===== src/rtl/irq_pkg.sv =====
package irq_pkg;
    localparam logic REG_SEL_LATCH  = 1'b0;
    localparam logic REG_SEL_ENABLE = 1'b1;
endpackage


===== src/rtl/irq_latch_bank.sv =====
module irq_latch_bank #(
    parameter int          NSRC       = 16,
    parameter logic [15:0] LATCH_MASK = 16'hFFFE,
    parameter logic [15:0] NOCLR_MASK = 16'h000C
) (
    input  logic            clk,
    input  logic            rst_n,
    input  logic [NSRC-1:0] req,
    input  logic            sw_wr,
    input  logic [NSRC-1:0] sw_data,
    input  logic [NSRC-1:0] ack_clr,
    output logic [NSRC-1:0] lat_q
);
    localparam logic [NSRC-1:0] LMASK = LATCH_MASK[NSRC-1:0];
    localparam logic [NSRC-1:0] PMASK = NOCLR_MASK[NSRC-1:0];

    typedef struct packed {
        logic [NSRC-1:0] lat;
    } st_t;

    st_t st_d, st_q;
    logic [NSRC-1:0] sw_clr;

    always_comb begin
        st_d   = st_q;
        sw_clr = sw_wr ? (~sw_data & ~PMASK) : '0;
        // a new request outranks every clear in the same cycle
        st_d.lat = ((st_q.lat & ~sw_clr & ~ack_clr) | req) & LMASK;
    end

    always_ff @(posedge clk) begin
        if (!rst_n) st_q <= '0;
        else        st_q <= st_d;
    end

    assign lat_q = st_q.lat;
endmodule


===== src/rtl/irq_enable_reg.sv =====
module irq_enable_reg #(
    parameter int NSRC = 16
) (
    input  logic            clk,
    input  logic            rst_n,
    input  logic            wr,
    input  logic [NSRC-1:0] wdata,
    input  logic            take,
    input  logic            ret,
    input  logic            stk_empty,
    input  logic            stk_top,
    input  logic            ei,
    input  logic            di,
    output logic [NSRC-1:0] en_q
);
    typedef struct packed {
        logic [NSRC-1:0] en;
    } st_t;

    st_t st_d, st_q;

    always_comb begin
        st_d = st_q;
        if (wr) st_d.en = wdata;
        // global enable in bit 0; ordered lowest to highest precedence
        if (ei) st_d.en[0] = 1'b1;
        if (di) st_d.en[0] = 1'b0;
        if (ret && !stk_empty) st_d.en[0] = stk_top;
        if (ret && stk_empty)  st_d.en[0] = st_q.en[0];
        if (take) st_d.en[0] = 1'b0;
    end

    always_ff @(posedge clk) begin
        if (!rst_n) st_q <= '0;
        else        st_q <= st_d;
    end

    assign en_q = st_q.en;
endmodule


===== src/rtl/irq_imf_stack.sv =====
module irq_imf_stack #(
    parameter int DEPTH = 4
) (
    input  logic clk,
    input  logic rst_n,
    input  logic push,
    input  logic push_val,
    input  logic pop,
    output logic top_val,
    output logic empty,
    output logic ovf_q,
    output logic unf_q
);
    localparam int CW = $clog2(DEPTH + 1);

    typedef struct packed {
        logic [DEPTH-1:0] bits;
        logic [CW-1:0]    cnt;
        logic             ovf;
        logic             unf;
    } st_t;

    st_t st_d, st_q;
    logic full;

    always_comb begin
        full    = (st_q.cnt == CW'(DEPTH));
        empty   = (st_q.cnt == '0);
        top_val = 1'b0;
        for (int i = 0; i < DEPTH; i++) begin
            if (CW'(i + 1) == st_q.cnt) top_val = st_q.bits[i];
        end

        st_d     = st_q;
        st_d.ovf = push && full;
        st_d.unf = pop && !push && empty;
        if (push && !full) begin
            for (int i = 0; i < DEPTH; i++) begin
                if (CW'(i) == st_q.cnt) st_d.bits[i] = push_val;
            end
            st_d.cnt = st_q.cnt + 1'b1;
        end else if (pop && !push && !empty) begin
            st_d.cnt = st_q.cnt - 1'b1;
        end
    end

    always_ff @(posedge clk) begin
        if (!rst_n) st_q <= '0;
        else        st_q <= st_d;
    end

    assign ovf_q = st_q.ovf;
    assign unf_q = st_q.unf;
endmodule


===== src/rtl/irq_arbiter.sv =====
module irq_arbiter #(
    parameter int          NSRC     = 16,
    parameter logic [15:0] NMI_MASK = 16'h000C,
    localparam int         IW       = $clog2(NSRC)
) (
    input  logic [NSRC-1:0] lat,
    input  logic [NSRC-1:0] en,
    output logic            pend,
    output logic [IW-1:0]   idx
);
    localparam logic [NSRC-1:0] NMASK = NMI_MASK[NSRC-1:0];

    logic [NSRC-1:0] nmi_v, msk_v;

    always_comb begin
        nmi_v = lat & NMASK;
        msk_v = lat & ~NMASK & en & {NSRC{en[0]}};
        pend  = (nmi_v != '0) || (msk_v != '0);
        idx   = '0;
        if (nmi_v != '0) begin
            for (int i = NSRC - 1; i >= 0; i--)
                if (nmi_v[i]) idx = IW'(i);
        end else begin
            for (int i = NSRC - 1; i >= 0; i--)
                if (msk_v[i]) idx = IW'(i);
        end
    end
endmodule


===== src/rtl/irq_latch_ctrl.sv =====
module irq_latch_ctrl #(
    parameter int          NSRC       = 16,
    parameter int          DEPTH      = 4,
    parameter logic [15:0] LATCH_MASK = 16'hFFFE,
    parameter logic [15:0] NMI_MASK   = 16'h000C,
    parameter logic [15:0] NOCLR_MASK = 16'h000C,
    localparam int         IW         = $clog2(NSRC)
) (
    input  logic            clk,
    input  logic            rst_n,
    input  logic [NSRC-1:0] irq_req,
    input  logic            reg_addr,
    input  logic            reg_wen,
    input  logic [NSRC-1:0] reg_wdata,
    output logic [NSRC-1:0] reg_rdata,
    input  logic            ei_strobe,
    input  logic            di_strobe,
    input  logic            cpu_ack,
    input  logic            cpu_reti,
    output logic            irq_pend,
    output logic [IW-1:0]   irq_idx,
    output logic            stk_ovf,
    output logic            stk_unf
);
    import irq_pkg::*;

    logic [NSRC-1:0] lat_q, en_q, ack_clr;
    logic            take, ret, stk_top, stk_empty;

    always_comb begin
        take    = cpu_ack && irq_pend;
        ret     = cpu_reti && !take;
        ack_clr = take ? ({{(NSRC-1){1'b0}}, 1'b1} << irq_idx) : '0;
        reg_rdata = (reg_addr == REG_SEL_ENABLE) ? en_q : lat_q;
    end

    irq_latch_bank #(.NSRC(NSRC), .LATCH_MASK(LATCH_MASK), .NOCLR_MASK(NOCLR_MASK)) u_lat (
        .clk(clk), .rst_n(rst_n), .req(irq_req),
        .sw_wr(reg_wen && reg_addr == REG_SEL_LATCH), .sw_data(reg_wdata),
        .ack_clr(ack_clr), .lat_q(lat_q)
    );

    irq_enable_reg #(.NSRC(NSRC)) u_en (
        .clk(clk), .rst_n(rst_n),
        .wr(reg_wen && reg_addr == REG_SEL_ENABLE), .wdata(reg_wdata),
        .take(take), .ret(ret), .stk_empty(stk_empty), .stk_top(stk_top),
        .ei(ei_strobe), .di(di_strobe), .en_q(en_q)
    );

    irq_imf_stack #(.DEPTH(DEPTH)) u_stk (
        .clk(clk), .rst_n(rst_n), .push(take), .push_val(en_q[0]),
        .pop(ret), .top_val(stk_top), .empty(stk_empty),
        .ovf_q(stk_ovf), .unf_q(stk_unf)
    );

    irq_arbiter #(.NSRC(NSRC), .NMI_MASK(NMI_MASK)) u_arb (
        .lat(lat_q), .en(en_q), .pend(irq_pend), .idx(irq_idx)
    );
endmodule


===== config.mk =====
export PLATFORM = sky130hd
export DESIGN_NAME = irq_latch_ctrl
export DESIGN_NICKNAME = d
export VERILOG_FILES = /design/src/rtl/irq_pkg.sv /design/src/rtl/irq_latch_bank.sv /design/src/rtl/irq_enable_reg.sv /design/src/rtl/irq_imf_stack.sv /design/src/rtl/irq_arbiter.sv /design/src/rtl/irq_latch_ctrl.sv
export SDC_FILE = /design/constraint.sdc
export NUM_CORES = 1
export LEC_CHECK = 0
export ABC_AREA = 1
export BUFFER_PORTS_ARGS = -buffer_cell sky130_fd_sc_hd__buf_2
export CAP_MARGIN = 20
export CORE_ASPECT_RATIO = 0.7
export CORE_MARGIN = 8
export CORE_UTILIZATION = 50
export CTS_CLUSTER_SIZE = 16
export DETAILED_ROUTE_END_ITERATION = 10
export GPL_TIMING_DRIVEN = 0
export PLACE_DENSITY_LB_ADDON = 0.1
export SLEW_MARGIN = 15
export SYNTH_ARGS = -nofsm -noshare
export SYNTH_HDL_FRONTEND = slang
export SYNTH_SLANG_ARGS = --single-unit

===== constraint.sdc =====
create_clock -name clk -period 3.45 [get_ports clk]
set_clock_uncertainty 0.05 [all_clocks]
set_input_delay 0.8625 -clock clk [delete_from_list [all_inputs] [get_ports clk]]
set_output_delay 0.8625 -clock clk [all_outputs]
set_load 0.05 [all_outputs]

==> flow_metrics.tcl <==
set metrics [dict create \
    cts_setup_buffers 0 \
    drc 0 \
    p_switching_mw 0.4680 \
    reg2reg_from "u_en.en_q[0]" \
    antenna_cells 0 \
    antenna_left 0 \
    h-tree-depth 2 \
    required_ns 2.54 \
    fmax_ghz 0.3157 \
    numPortBuffers 61 \
    crit_fanout 10 \
    fp.dieH_um 72.19 \
    ys.flop_type "dfxtp_1" \
    antenna_found_initial 0 \
    internal_power_mw 0.7773 \
    initial_utilization_pct 52.08 \
    grt_max_degree 13 \
    cts_resized 0 \
    hold_class "flop to flop" \
    drive_gt1_share_pct 22.95 \
    cts.sinks 40 \
    hp-start "u_stk.st_q[7]" \
    r2r_cells 15 \
    slowest_stage "dfxtp_1" \
    grt_pass1_vias 2298 \
    hpwl_um 5045 \
    routed_wirelength_um 6432 \
    finalWorstSetupSlack_ns 0.2827 \
    rsz0062_at_grt "no" \
    cts-buffers-inserted 5 \
    critPathLaunchType "flop" \
    r2r-end "u_lat.lat_q[1]" \
    netlist_instances 345 \
    maxSlewHeadroom_pct 59.90 \
    fin_crit_sh_pct 91.80 \
    cts_tree "built" \
    switching_share_pct 37.58 \
    num_rows 20 \
    slowest_delay_ns 0.31 \
    async_reset_ff_share_pct 0 \
    hold_viol_final 0 \
    hold_path_depth 2 \
    power_mw 1.245 \
    syn_to_final_growth_pct 20.70 \
    yosys.cell_types.count 29 \
    critical_path_class "flop to output pin" \
    cts_root_buf "clkbuf_8" \
    post-place-ws_ns 0.4065 \
    core-area_um2 4329 \
    design.die.area_um2 6949 \
    worst_slew_pin_slew_ns 0.6015 \
    finalSetupTns_ns 0 \
    leakage_nw 1.382 \
    insertion_delay_ns 0.30 \
    io-pin-count 63 \
    drtIter0Drc 173 \
    worstPathCellList "buf_4 > nand2_1 > nor2_1 > nand2_1 > nand2_1 > nand2_1 > nand2_1 > nand2_1 > nand2_1 > nand2_1 > nand2_1 > nand2_1 > nand2_1 > nand2_1 > nand2_2 > nand2_1 > inv_1 > buf_2" \
    synth-seq-cells 40 \
    whs_endpoint "u_stk.st_q[7]" \
    place_congestion 0.9434 \
    die_w_um 96.26 \
    cap_viol_max_count 0 \
    clockBufferDepth 2 \
    p_comb_share_pct 31.0 \
    ys_seq_area_share_pct 35.52 \
    track_usage_pct 19.93 \
    postCtsHoldBufs 0 \
    p_per_area_nw_per_um2 457.6 \
    crit_buf_inv 3 \
    path_common_cell "nand2_1" \
    drt_pass1_iterations 4 \
    finalSetupViolCount 0 \
    viasPerCell 5.217 \
    wl_per_cell_um 13.71 \
    power.share.clock_pct 26.4 \
    vias 2447 \
    syn_area_um2 2255 \
    syn-num-nets 391 \
    status "finished, final reports clean" \
    slew_violations 0 \
    yosysWarnings 0 \
    period_needed_ns 3.167 \
    path_clk_slew_ns 0.08 \
    crit_arrival_ns 2.25 \
    grt_pass1_wl_um 10900 \
    vdd_drop_max_v 0.0002260 \
    synth_edf_count 0 \
    num-nets-final 459 \
    r2r_slack_ns 1.21 \
    grt.overflow.total 0 \
    worstSetupEndpointType "output pin" \
    critical_path.top_delay_family "simple AND/OR/NAND/NOR gates" \
    p_seq_share_pct 42.6 \
    avgSynthCellArea_um2 6.535 \
]
power groups by stage:
stage / Sequential [mW] / Combinational (mW) / Clock, mW
floorplan: 0.540 / 0.281 / 0
global placement: 0.540 / 0.378 / 0
detailed placement: 0.541 / 0.383 / 0
CTS: 0.530 / 0.385 / 0.337
global route: 0.536 / 0.429 / 0.355
finish: 0.530 / 0.386 / 0.329
sequential cells by signal, indices dropped and copies added, names as in the netlist:
register,cells
u_en.en_q,16
u_lat.lat_q,15
u_stk.st_q,7
u_stk.ovf_q,1
u_stk.unf_q,1
metal layers:
layer	wire length [µm]	global-route usage, %	up-vias
li1	-	-	1249
met1	3147	28.62	1084
met2	2553	28.56	104
met5	0	0	-
met4	87	6.112	0
met3	643	4.330	10
cells by family (layout without fill, tap and decap cells):
family | Yosys count | in the layout | synth area share, %
simple gates | 182 | 182 | 35.35
compound gates | 65 | 65 | 15.93
buf+inv | 50 | 119 | 9.102
fa+ha+maj | 6 | 6 | 3.330
flops | 40 | 40 | 35.52
xor+xnor | 2 | 2 | 0.7771
cell usage after synthesis, types with 2 or more instances:
cell type / count / area [µm²]
nand2_1: 79 / 296.5
nor2_1: 53 / 198.9
dfxtp_1: 40 / 800.8
inv_1: 32 / 120.1
o21ai_0: 30 / 150.1
a21oi_1: 25 / 125.1
nand3_1: 24 / 120.1
clkbuf_1: 10 / 37.54
nand4_1: 7 / 43.79
ha_1: 6 / 75.07
inv_2: 5 / 18.77
nand2_2: 4 / 25.02
nor2_2: 4 / 25.02
or2_2: 4 / 25.02
nand3_2: 3 / 30.03
a31oi_1: 2 / 12.51
nor2_4: 2 / 22.52
nor3_1: 2 / 10.01
o211ai_1: 2 / 15.01
o21bai_1: 2 / 15.01
area by class of cell:
class                      instances  area, µm²
multi-input combinational        255       1249
buffer                            12      60.06
tap                               55      68.82
clock buffer                       6      82.58
timing repair buffer              61      305.3
clock inverter                     2      10.01
fill                             420       1608
sequential                        40      800.8
inverter                          38      145.1
worst reg2reg max path, cell delays in order (launching register included):
cell	delay [ns]
dfxtp_1	0.31
buf_4	0.19
buf_8	0.17
nand3_2	0.09
nand2_1	0.13
inv_2	0.05
nand2_1	0.08
nor2_2	0.06
a21boi_4	0.33
inv_4	0.09
nor2_4	0.14
inv_2	0.07
nor2_1	0.08
nand3_1	0.08
o211ai_1	0.10
a21oi_1	0.08
through the flow:
step | utilization [%] | area [µm²] | hold WS (ns) | cells
after global placement | 60.72 | 2629 | 0.4026 | 461
after floorplan | - | 2255 | 0.3891 | 345
after global routing | 62.86 | 2721 | 0.4274 | 469
final | 62.86 | 2721 | 0.4145 | 469
after detailed placement | 60.72 | 2629 | 0.4072 | 461
after CTS | 62.86 | 2721 | 0.4180 | 469
layout by cell type (no fill, tap or decap), types with 7 or more instances in the layout:
cell,Yosys,routed
nand2_1,79,79
buf_2,0,61
nor2_1,53,53
dfxtp_1,40,40
inv_1,32,32
o21ai_0,30,30
a21oi_1,25,25
nand3_1,24,24
clkbuf_1,10,10
nand4_1,7,7
worst max-delay path by stage:
stage | start | end | slack (ns) | cells past startpoint
floorplan | reg_addr | reg_rdata[15] | 0.38 | 2
global placement | reg_addr | reg_rdata[13] | 0.42 | 6
detailed placement | reg_addr | reg_rdata[9] | 0.41 | 6
CTS | u_en.en_q[0] | irq_idx[0] | 0.29 | 18
global route | u_en.en_q[0] | irq_idx[0] | 0.04 | 18
finish | u_en.en_q[0] | irq_idx[0] | 0.28 | 18
No activity file was read; power rests on OpenSTA's default activity.
